### src/rtl/ppa_pkg.sv
package ppa_pkg;
  localparam int PRIO_W = 8;
  localparam int GSEL_W = 3;

  // mask of the subpriority bits [g:0]
  function automatic logic [PRIO_W-1:0] sub_mask(input logic [GSEL_W-1:0] g);
    logic [PRIO_W:0] m;
    m = (9'd2 << g) - 9'd1;
    return m[PRIO_W-1:0];
  endfunction

  // urgency value with the subpriority bits cleared
  function automatic logic [PRIO_W-1:0] group_part(input logic [PRIO_W-1:0] p,
                                                   input logic [GSEL_W-1:0] g);
    return p & ~sub_mask(g);
  endfunction
endpackage

### src/rtl/ppa_regs.sv
module ppa_regs
  import ppa_pkg::*;
#(
  parameter int N_REQ  = 8,
  parameter int ADDR_W = 2
) (
  input  logic                          clk,
  input  logic                          rst_n,
  input  logic                          we,
  input  logic [ADDR_W-1:0]             addr,
  input  logic [3:0]                    be,
  input  logic [31:0]                   wdata,
  output logic [31:0]                   rdata,
  output logic [N_REQ-1:0][PRIO_W-1:0]  prio,
  output logic [GSEL_W-1:0]             gsel
);
  always_ff @(posedge clk) begin
    if (!rst_n) gsel <= '0;
    else if (we && addr == '0 && be[0]) gsel <= wdata[GSEL_W-1:0];
  end

  for (genvar i = 0; i < N_REQ; i++) begin : g_lane
    localparam int WORD = i / 4 + 1;
    localparam int LANE = i % 4;
    logic hit;
    assign hit = we && (addr == ADDR_W'(WORD)) && be[LANE];
    always_ff @(posedge clk) begin
      if (!rst_n)   prio[i] <= '0;
      else if (hit) prio[i] <= wdata[LANE*8 +: 8];
    end
  end

  always_comb begin
    rdata = '0;
    if (addr == '0) rdata[GSEL_W-1:0] = gsel;
    for (int i = 0; i < N_REQ; i++)
      if (addr == ADDR_W'(i / 4 + 1)) rdata[(i % 4)*8 +: 8] = prio[i];
  end


  gsel_hold_chk: assert property (@(posedge clk) disable iff (!rst_n)
    !(we && addr == '0 && be[0]) |=> $stable(gsel));
endmodule

### src/rtl/ppa_pend.sv
module ppa_pend #(
  parameter int N_REQ = 8,
  parameter int ID_W  = 3
) (
  input  logic             clk,
  input  logic             rst_n,
  input  logic [N_REQ-1:0] set,
  input  logic             clr,
  input  logic [ID_W-1:0]  clr_id,
  output logic [N_REQ-1:0] pend
);
  logic [N_REQ-1:0] clr_vec;
  assign clr_vec = clr ? (N_REQ'(1) << clr_id) : '0;

  always_ff @(posedge clk) begin
    if (!rst_n) pend <= '0;
    else        pend <= (pend & ~clr_vec) | set;
  end


  set_lands_chk: assert property (@(posedge clk) disable iff (!rst_n)
    (|set) |=> (|pend));
endmodule

### src/rtl/ppa_select.sv
module ppa_select
  import ppa_pkg::*;
#(
  parameter int N_REQ = 8,
  parameter int ID_W  = 3
) (
  input  logic                          clk,
  input  logic                          rst_n,
  input  logic [N_REQ-1:0]              pend,
  input  logic [N_REQ-1:0][PRIO_W-1:0]  prio,
  output logic                          valid,
  output logic [ID_W-1:0]               id,
  output logic [PRIO_W-1:0]             best
);
  // strict compare in ascending order keeps the lowest number on a tie
  always_comb begin
    valid = 1'b0;
    id    = '0;
    best  = '1;
    for (int i = 0; i < N_REQ; i++) begin
      if (pend[i] && (!valid || prio[i] < best)) begin
        valid = 1'b1;
        id    = ID_W'(i);
        best  = prio[i];
      end
    end
  end


  sel_pending_chk: assert property (@(posedge clk) disable iff (!rst_n)
    valid |-> pend[id]);
endmodule

### src/rtl/ppa_stack.sv
module ppa_stack #(
  parameter int DEPTH = 8,
  parameter int ID_W  = 3
) (
  input  logic            clk,
  input  logic            rst_n,
  input  logic            push,
  input  logic [ID_W-1:0] push_id,
  input  logic            pop,
  output logic            busy,
  output logic            full,
  output logic [ID_W-1:0] top_id
);
  localparam int SP_W = $clog2(DEPTH + 1);

  logic [ID_W-1:0] stk [DEPTH];
  logic [SP_W-1:0] sp;
  logic [SP_W-1:0] sp_m1;

  assign busy   = (sp != '0);
  assign full   = (sp == SP_W'(DEPTH));
  assign sp_m1  = sp - SP_W'(1);
  assign top_id = busy ? stk[sp_m1[ID_W-1:0]] : '0;

  always_ff @(posedge clk) begin
    if (!rst_n) begin
      sp <= '0;
    end else if (pop && busy) begin
      sp <= sp_m1;
    end else if (push && !full) begin
      stk[sp[ID_W-1:0]] <= push_id;
      sp <= sp + SP_W'(1);
    end
  end


  no_overflow_chk: assert property (@(posedge clk) disable iff (!rst_n)
    push |-> !full);

  empty_pop_chk: assert property (@(posedge clk) disable iff (!rst_n)
    (pop && !busy && !push) |=> !busy);
endmodule

### src/rtl/prio_preempt_arb.sv
module prio_preempt_arb
  import ppa_pkg::*;
#(
  parameter int N_REQ    = 8,
  localparam int ID_W    = (N_REQ > 1) ? $clog2(N_REQ) : 1,
  localparam int N_WORDS = (N_REQ + 3) / 4,
  localparam int ADDR_W  = $clog2(N_WORDS + 1)
) (
  input  logic              clk,
  input  logic              rst_n,
  input  logic              cfg_we,
  input  logic [ADDR_W-1:0] cfg_addr,
  input  logic [3:0]        cfg_be,
  input  logic [31:0]       cfg_wdata,
  output logic [31:0]       cfg_rdata,
  input  logic [N_REQ-1:0]  irq_set,
  input  logic              take,
  input  logic              done,
  output logic              sel_valid,
  output logic [ID_W-1:0]   sel_id,
  output logic              preempt_req,
  output logic              busy,
  output logic [ID_W-1:0]   cur_id,
  output logic [7:0]        run_grp
);
  logic [N_REQ-1:0][PRIO_W-1:0] prio;
  logic [GSEL_W-1:0]            gsel;
  logic [N_REQ-1:0]             pend;
  logic [PRIO_W-1:0]            sel_prio;
  logic                         stk_full;
  logic [PRIO_W-1:0]            sel_grp, act_grp;
  logic                         grp_wins;
  logic                         take_ok;

  ppa_regs #(.N_REQ(N_REQ), .ADDR_W(ADDR_W)) u_regs (
    .clk(clk), .rst_n(rst_n), .we(cfg_we), .addr(cfg_addr), .be(cfg_be),
    .wdata(cfg_wdata), .rdata(cfg_rdata), .prio(prio), .gsel(gsel));

  ppa_pend #(.N_REQ(N_REQ), .ID_W(ID_W)) u_pend (
    .clk(clk), .rst_n(rst_n), .set(irq_set), .clr(take_ok), .clr_id(sel_id),
    .pend(pend));

  ppa_select #(.N_REQ(N_REQ), .ID_W(ID_W)) u_sel (
    .clk(clk), .rst_n(rst_n), .pend(pend), .prio(prio), .valid(sel_valid),
    .id(sel_id), .best(sel_prio));

  ppa_stack #(.DEPTH(N_REQ), .ID_W(ID_W)) u_stk (
    .clk(clk), .rst_n(rst_n), .push(take_ok), .push_id(sel_id), .pop(done),
    .busy(busy), .full(stk_full), .top_id(cur_id));

  // named internal events for the checks below
  assign sel_grp     = group_part(sel_prio, gsel);
  assign act_grp     = group_part(prio[cur_id], gsel);
  assign grp_wins    = sel_grp < act_grp;
  assign preempt_req = sel_valid && (!busy || grp_wins);
  assign take_ok     = take && preempt_req && !done && !stk_full;
  assign run_grp     = busy ? act_grp : '0;


  take_push_chk: assert property (@(posedge clk) disable iff (!rst_n)
    take_ok |=> busy && cur_id == $past(sel_id));

  no_preempt_g7_chk: assert property (@(posedge clk) disable iff (!rst_n)
    (busy && gsel == 3'd7) |-> !preempt_req);

  cfg_keeps_nest_chk: assert property (@(posedge clk) disable iff (!rst_n)
    (cfg_we && !take && !done) |=> busy == $past(busy) && cur_id == $past(cur_id));

  idle_grant_chk: assert property (@(posedge clk) disable iff (!rst_n)
    (!busy && sel_valid) |-> preempt_req);
endmodule

### config.mk
export PLATFORM = sky130hd
export DESIGN_NAME = prio_preempt_arb
export DESIGN_NICKNAME = d
export VERILOG_FILES = /design/src/rtl/ppa_pkg.sv /design/src/rtl/ppa_regs.sv /design/src/rtl/ppa_pend.sv /design/src/rtl/ppa_select.sv /design/src/rtl/ppa_stack.sv /design/src/rtl/prio_preempt_arb.sv
export SDC_FILE = /design/constraint.sdc
export NUM_CORES = 1
export LEC_CHECK = 0
export CAP_MARGIN = 20
export CELL_PAD_IN_SITES_DETAIL_PLACEMENT = 1
export CELL_PAD_IN_SITES_GLOBAL_PLACEMENT = 2
export CORE_MARGIN = 5
export CORE_UTILIZATION = 41
export DETAILED_ROUTE_END_ITERATION = 10
export DONT_BUFFER_PORTS = 1
export GPL_TIMING_DRIVEN = 0
export HOLD_SLACK_MARGIN = 0.03
export MAX_ROUTING_LAYER = met4
export PLACE_DENSITY = 0.86
export SLEW_MARGIN = 20
export SYNTH_ARGS = -nofsm -noshare
export SYNTH_HDL_FRONTEND = slang
export SYNTH_SLANG_ARGS = --single-unit
### constraint.sdc
create_clock -name clk -period 31.4 [get_ports clk]
set_input_delay 3.14 -clock clk [delete_from_list [all_inputs] [get_ports clk]]
set_output_delay 3.14 -clock clk [all_outputs]
set_load 0.01 [all_outputs]
==> results.sh, run 1 <==
export IMPL_synth_area_leaders="dfxtp_1, nand2_1, edfxtp_1"
export IMPL_fin_util_pct=44.9
export IMPL_drt_iter0_drc=478
export IMPL_syn_to_final_growth_pct=7.61
export IMPL_synth_top_area_share_pct=20.2
export IMPL_grt_max_degree=18
export IMPL_drc=0
export IMPL_synth_area_um2=7810
export IMPL_maxCapViolCount=0
export IMPL_status="complete, no violations"
export IMPL_cp_top_family="compound AO/OA/AOI/OAI gates"
export IMPL_netlist_top_cell_by_area="dfxtp_1"
export IMPL_post_drt_wl_per_cell_um=22.4
export IMPL_ant_nets=0
export IMPL_cpPeakStageDelay_ns=0.59
export IMPL_start_util_pct=41.8
export IMPL_finalCritPeriodShare_pct=71.1
export IMPL_core_area_um2=18700
export IMPL_multi_input_area_um2=5080
export IMPL_total_power_uw=535
export IMPL_fin_worst_skew_ns=0.0142
export IMPL_fin_nets=1093
export IMPL_worstPathMaxFanout=10
export IMPL_synthesis_nets=1082
export IMPL_overflow=0
export IMPL_viasPerCell=5.92
export IMPL_p_per_area_nw_per_um2=63.6
export IMPL_cp_start_kind="register"
export IMPL_tightest_slew_ns=1.01
export IMPL_ctsHoldBuffers=0
export IMPL_avgSynthCellArea_um2=7.95
export IMPL_max_slew_margin_pct=32.4
export IMPL_cts_setup_buffers=0
export IMPL_grt_pass1_vias=7415
export IMPL_fin_cells=1234
export IMPL_ios=100
export IMPL_ir_drop_v=0.0000309
export IMPL_cts_resized=0
export IMPL_max_freq_ghz=0.0448
export IMPL_crit_type="register to output port"
export IMPL_ys_ff_latch=103
export IMPL_layout_drive_gt1_share_pct=6.01
export IMPL_setup_viol=0
export IMPL_synthArstFlopShare_pct=0
export IMPL_drt_pass1_iter_count=5
export IMPL_synth_edf_count=24
export IMPL_met2_length_mm=13.1
export IMPL_fin_crit_ns=22.32
export IMPL_crit_top_cell="a21o_1"
export IMPL_die_w_um=148
export IMPL_wl_met1_mm=12.8
export IMPL_fillCellCount=2320
export IMPL_clkTransAtPathRegs_ns=0.08
export IMPL_dpl_instance_area_um2=8110
export IMPL_yosysUniqueCellTypes=77
export IMPL_gr_usage_all_layers_pct=26.0
export IMPL_whs_ns=0.496
export IMPL_vias=7304
export IMPL_finalHoldViolCount=0
export IMPL_antenna_found_initial=0
export IMPL_hold_class="register to register"
export IMPL_crit_required_ns=28.26
export IMPL_cts_sinks=103
export IMPL_numPortBuffers=0
export IMPL_yosysWarnings=0
export IMPL_clkLatencyLatePin_ns=0.36
export IMPL_seq_area_frac_synth_pct=29.5
export IMPL_std_cell_rows=50
export IMPL_die_area_um2=21900
export IMPL_grt_pass1_wl_mm=43.0
export IMPL_rsz0062_at_grt="no"
export IMPL_cts_tree="built"
export IMPL_cts_buffers_inserted=9
export IMPL_wl_met3_mm=1.16
export IMPL_stdcell_area_um2=8410
export IMPL_p_leak_nw=3.12
export IMPL_cts_htree_levels=3
export IMPL_cts_root_buf="clkbuf_16"
export IMPL_place_congestion=0.882
export IMPL_setup_tns_final_ns=0
export IMPL_seq_area_um2=2300
export IMPL_cp_slowest_cell="a2111oi_0"
export IMPL_placed_cells=1217
export IMPL_dpl_hpwl_mm=22.3
export IMPL_routed_top_layer="met4"
export IMPL_path_buf_inv=18
export IMPL_dpl_worst_slack_ns=9.74
export IMPL_clock_path_buffers=2
export IMPL_drt_wl_total_mm=27.7
export IMPL_synth_cells=983
export IMPL_drv_slew=0
export IMPL_setup_ws_ns=9.08
export IMPL_die_h_um=148
export IMPL_synth_flop_cell="dfxtp_1"
export IMPL_arrival_ns=19.18
export IMPL_worstSetupEndpointType="output port"
==> where the power goes <==
| part | switching [mW] | internal [mW] | leakage, nW |
|---|---|---|---|
| clock | 0.0547 | 0.0627 | 0.146 |
| sequential | 0.00597 | 0.145 | 0.856 |
| combinational | 0.175 | 0.0909 | 2.12 |
| total | 0.236 | 0.299 | 3.12 |
==> sequential cells by signal, summed over array words and instances, names as in the netlist <==
register     count
u_regs.prio     64
u_pend.pend      8
u_stk.stk       24
u_stk.sp         4
u_regs.gsel      3
==> per-layer routing <==
metal	vias to the layer above	track usage, %
li1	3551	-
met4	0	6.93
met1	3570	33.6
met3	30	4.32
met2	153	42.3
met5	-	-
==> layout make-up <==
cell class / count / share of cell area (%)
diodes: 1 / 0.0298
plain buffers: 59 / 2.92
clock buffers: 10 / 2.72
clock inverters: 6 / 0.833
inverters: 48 / 2.14
multi-input cells: 773 / 60.5
flip-flops and latches: 103 / 27.4
well taps: 234 / 3.48
==> placed cells by master (no fill, tap or decap), types with 8 or more instances in the layout <==
| master | netlist | layout |
|---|---|---|
| and2_1 | 8 | 8 |
| o21a_1 | 11 | 11 |
| nor2_1 | 61 | 61 |
| nand2b_1 | 12 | 12 |
| clkbuf_16 | 0 | 9 |
| nand2_1 | 197 | 197 |
| mux2_2 | 11 | 11 |
| nor3_1 | 14 | 14 |
| a22o_1 | 29 | 29 |
| nand3_1 | 16 | 16 |
| o211ai_1 | 9 | 9 |
| mux2i_1 | 34 | 34 |
| nor2b_1 | 13 | 13 |
| o21ai_0 | 54 | 54 |
| a21o_1 | 18 | 18 |
| a21oi_1 | 35 | 35 |
| or2_2 | 8 | 8 |
| dfxtp_1 | 79 | 79 |
| a211oi_1 | 17 | 17 |
| clkbuf_1 | 51 | 52 |
| inv_1 | 48 | 49 |
| and3_1 | 10 | 10 |
| edfxtp_1 | 24 | 24 |
| a21boi_0 | 67 | 67 |
| ha_1 | 48 | 48 |
==> synth_stat cells (3+ instances only) <==
library cell / number
nand4_1: 7
a21o_1: 18
dfxtp_1: 79
xor2_1: 4
a22o_1: 29
a21oi_1: 35
nand3_1: 16
and4_1: 4
nand2_1: 197
and3_1: 10
nor3_1: 14
edfxtp_1: 24
inv_1: 48
a21boi_0: 67
or2_2: 8
o21ai_0: 54
a221oi_1: 6
o22ai_1: 3
and2_1: 8
nor2b_1: 13
nand2b_1: 12
nor2_1: 61
ha_1: 48
nor4_1: 3
mux2_2: 11
or3_1: 4
a31oi_1: 7
o211ai_1: 9
clkbuf_1: 51
buf_4: 4
mux2i_1: 34
o21a_1: 11
mux4_2: 6
a211oi_1: 17
==> cells by family (layout without fill, tap and decap cells) <==
kind of cell | count (synthesis) | after routing | synth area share [%]
flip-flops | 103 | 103 | 29.5
buffers and inverters | 107 | 123 | 5.45
XOR/XNOR | 5 | 5 | 0.561
AO/OA/AOI/OAI | 293 | 293 | 27.1
AND/OR/NAND/NOR | 373 | 373 | 21.7
other | 1 | 2 | 0.0480
multiplexers | 51 | 51 | 7.67
adder cells (fa/ha/maj) | 50 | 50 | 7.94
==> tightest hold or removal path, stage by stage (launching register included) <==
cell and delay (ns):
dfxtp_1 0.33, nand2_1 0.05, a21boi_0 0.07
==> worst paths after layout <==
path	start	end	slack, ns	cells past startpoint
worst max-delay path	u_pend.pend[0]	preempt_req	9.08	90
worst min-delay path	u_regs.prio[0]	u_regs.prio[0]	0.50	2
worst max register to register	u_pend.pend[0]	u_stk.stk[4][2]	11.67	91
worst min register to register	u_regs.prio[0]	u_regs.prio[0]	0.50	2
Note: power is estimated with default switching activity, not from simulation.
==> inputs of run 2 (changes only) <==
--- a/config.mk
+++ b/config.mk
@@ -5,17 +5,18 @@
 export SDC_FILE = /design/constraint.sdc
 export NUM_CORES = 1
 export LEC_CHECK = 0
+export ABC_AREA = 1
 export CAP_MARGIN = 20
 export CELL_PAD_IN_SITES_DETAIL_PLACEMENT = 1
 export CELL_PAD_IN_SITES_GLOBAL_PLACEMENT = 2
 export CORE_MARGIN = 5
-export CORE_UTILIZATION = 41
+export CORE_UTILIZATION = 36
 export DETAILED_ROUTE_END_ITERATION = 10
 export DONT_BUFFER_PORTS = 1
 export GPL_TIMING_DRIVEN = 0
 export HOLD_SLACK_MARGIN = 0.03
 export MAX_ROUTING_LAYER = met4
-export PLACE_DENSITY = 0.86
+export PLACE_DENSITY = 0.81
 export SLEW_MARGIN = 20
 export SYNTH_ARGS = -nofsm -noshare
 export SYNTH_HDL_FRONTEND = slang
==> constraint.sdc (replaced) <==
create_clock -name clk -period 22.4 [get_ports clk]
set_input_delay 2.24 -clock clk [delete_from_list [all_inputs] [get_ports clk]]
set_output_delay 2.24 -clock clk [all_outputs]
set_load 0.01 [all_outputs]
==> run 2 against run 1 <==
  * Clock skew fell by 0.0017 ns
  * Non-clock buffer count down 14
  * Critical path type unchanged
  * Sequential power rose by 40%
  * Via count fell by 2.0%
  * Highest routed layer unchanged
==> results.sh, run 2 <==
export IMPL_status="complete, no violations"
export IMPL_rsz0062_at_grt="no"
export IMPL_p_leak_nw=3.24
export IMPL_drt_iter0_drc=546
export IMPL_drt_wl_total_mm=28.2
export IMPL_grt_met2_usage_pct=42.0
export IMPL_fin_nets=1161
export IMPL_grt_pass1_vias=6994
export IMPL_finalCritPeriodShare_pct=72.9
export IMPL_synth_area_um2=7130
export IMPL_drt_pass1_iter_count=5
export IMPL_core_area_um2=19500
export IMPL_stdcell_area_um2=7770
export IMPL_synth_mux_area_share_pct=0.158
export IMPL_yosysUniqueCellTypes=36
export IMPL_clkLatencyLatePin_ns=0.36
export IMPL_gr_usage_all_layers_pct=25.8
export IMPL_fin_worst_skew_ns=0.0126
export IMPL_cp_start_kind="register"
export IMPL_viasPerCell=5.38
export IMPL_fin_util_pct=39.9
export IMPL_top_register="u_regs.prio"
export IMPL_cts_resized=0
export IMPL_synth_xor_area_share_pct=0.737
export IMPL_rrSetupSlack_ns=7.85
export IMPL_maxCapViolCount=0
export IMPL_ios=100
export IMPL_setup_viol=0
export IMPL_fin_crit_ns=16.34
export IMPL_tightest_slew_ns=0.990
export IMPL_die_area_um2=22700
export IMPL_layout_commonest_cell="nand2_1"
export IMPL_synth_fa_ha_area_share_pct=8.42
export IMPL_synthArstFlopShare_pct=0
export IMPL_vias=7161
export IMPL_synth_common_cells="nand2_1, o21ai_0, inv_1"
export IMPL_ir_drop_v=0.0000424
export IMPL_synth_top_family_by_area="compound AO/OA/AOI/OAI gates"
export IMPL_max_freq_ghz=0.0612
export IMPL_clock_path_buffers=2
export IMPL_total_power_uw=866
export IMPL_crit_type="register to output port"
export IMPL_layout_drive_gt1_share_pct=5.62
export IMPL_overflow=0
export IMPL_grt_pass1_wl_mm=42.7
export IMPL_worstPathMaxFanout=10
export IMPL_crit_top_cell="nand2_4"
export IMPL_dpl_worst_slack_ns=6.65
export IMPL_syn_to_final_growth_pct=8.89
export IMPL_synthesis_nets=1150
export IMPL_ys_ff_latch=103
export IMPL_largest_reg_flops=64
export IMPL_met1_usage_pct=32.9
export IMPL_cpPeakStageDelay_ns=0.34
export IMPL_setup_ws_ns=6.06
export IMPL_final_cell_mix="nand2_1, o21ai_0, inv_1, a21oi_1, nor2_1"
export IMPL_synthSimpleGateAreaFrac_pct=23.0
export IMPL_drc=0
export IMPL_arrival_ns=14.10
export IMPL_die_w_um=151
export IMPL_ant_nets=0
export IMPL_cts_htree_levels=3
export IMPL_dpl_instance_area_um2=7460
export IMPL_seq_area_frac_synth_pct=32.3
export IMPL_hold_class="register to register"
export IMPL_cts_buffers_inserted=9
export IMPL_yosysWarnings=0
export IMPL_fillCellCount=2552
export IMPL_ctsHoldBuffers=0
export IMPL_post_drt_wl_per_cell_um=21.2
export IMPL_cts_root_buf="clkbuf_16"
export IMPL_cts_sinks=103
export IMPL_crit_required_ns=20.16
export IMPL_synth_cells=1051
export IMPL_dpl_hpwl_mm=23.2
export IMPL_clkTransAtPathRegs_ns=0.08
export IMPL_grt_max_degree=19
export IMPL_synth_edf_count=24
export IMPL_synth_top_area_share_pct=22.2
export IMPL_cts_tree="built"
export IMPL_synth_area_leaders="dfxtp_1, o21ai_0, edfxtp_1"
export IMPL_finalHoldViolCount=0
export IMPL_die_h_um=151
export IMPL_grtUsageMet3_pct=5.90
export IMPL_synth_flop_cell="dfxtp_1"
export IMPL_cts_setup_buffers=0
export IMPL_avgSynthCellArea_um2=6.79
export IMPL_place_congestion=0.891
export IMPL_p_per_area_nw_per_um2=111
export IMPL_netlist_top_cell_by_area="dfxtp_1"
export IMPL_diodes=0
export IMPL_std_cell_rows=51
export IMPL_grt_busiest_layer="met2"
export IMPL_start_util_pct=36.6
export IMPL_max_slew_margin_pct=33.7
export IMPL_numPortBuffers=0
export IMPL_cp_slowest_cell="o21ai_0"
export IMPL_synth_compound_area_share_pct=25.2
export IMPL_setup_tns_final_ns=0
export IMPL_drv_slew=0
export IMPL_yosysMostFrequentCell="nand2_1"
export IMPL_worstSetupEndpointType="output port"
export IMPL_antenna_found_initial=0
## run 2: final cells by class
| type | instances | area [µm²] | share of cell area (%) |
|---|---|---|---|
| Multi-Input combinational cell | 760 | 4110 | 52.9 |
| Sequential cell | 103 | 2300 | 29.6 |
| Inverter | 143 | 537 | 6.91 |
| Tap cell | 265 | 332 | 4.27 |
| Clock buffer | 10 | 229 | 2.95 |
| Buffer | 45 | 186 | 2.40 |
| Clock inverter | 6 | 73.8 | 0.951 |
## run 2: worst max-delay path: cells and delay by family (launching register included)
kind | cells | cell delay, ns
buffers and inverters | 10 | 2.17
and+or+nand+nor | 36 | 3.74
AOI/OAI and AO/OA | 23 | 4.95
adders and majority gates | 8 | 2.51
DFF | 1 | 0.31
## run 2: metrics by stage
stage | hold slack, ns | instances
4_1_cts | 0.512 | 1332
2_1_floorplan | 0.432 | 1051
6_report | 0.512 | 1332
5_1_grt | 0.553 | 1332
3_5_place_dp | 0.500 | 1316
3_3_place_gp | 0.498 | 1316
## run 2: path summary, 6_finish.rpt
path                                startpoint               to  depth (start not counted)
worst min-delay path               u_stk.sp[3]      u_stk.sp[3]                          2
worst min register to register     u_stk.sp[3]      u_stk.sp[3]                          2
worst max register to register  u_pend.pend[0]  u_stk.stk[2][1]                         79
worst max-delay path            u_pend.pend[0]      preempt_req                         77
## run 2: where the power goes
| group | switching (mW) | total (mW) | internal [mW] |
|---|---|---|---|
| Clock | 0.0803 | 0.169 | 0.0886 |
| Combinational | 0.352 | 0.485 | 0.133 |
| Sequential | 0.0105 | 0.212 | 0.201 |
## run 2: logic make-up after synthesis
family / count (synthesis)
AO/OA/AOI/OAI: 335
XOR/XNOR: 6
adder cells (fa/ha/maj): 48
buffers and inverters: 188
flip-flops: 103
multiplexers: 1
other: 1
AND/OR/NAND/NOR: 369
## run 2: per-layer routing
layer,vias up,wire length [µm]
met5,-,0
met4,0,452
met3,24,1610
met2,151,13500
met1,3411,12700
li1,3575,-
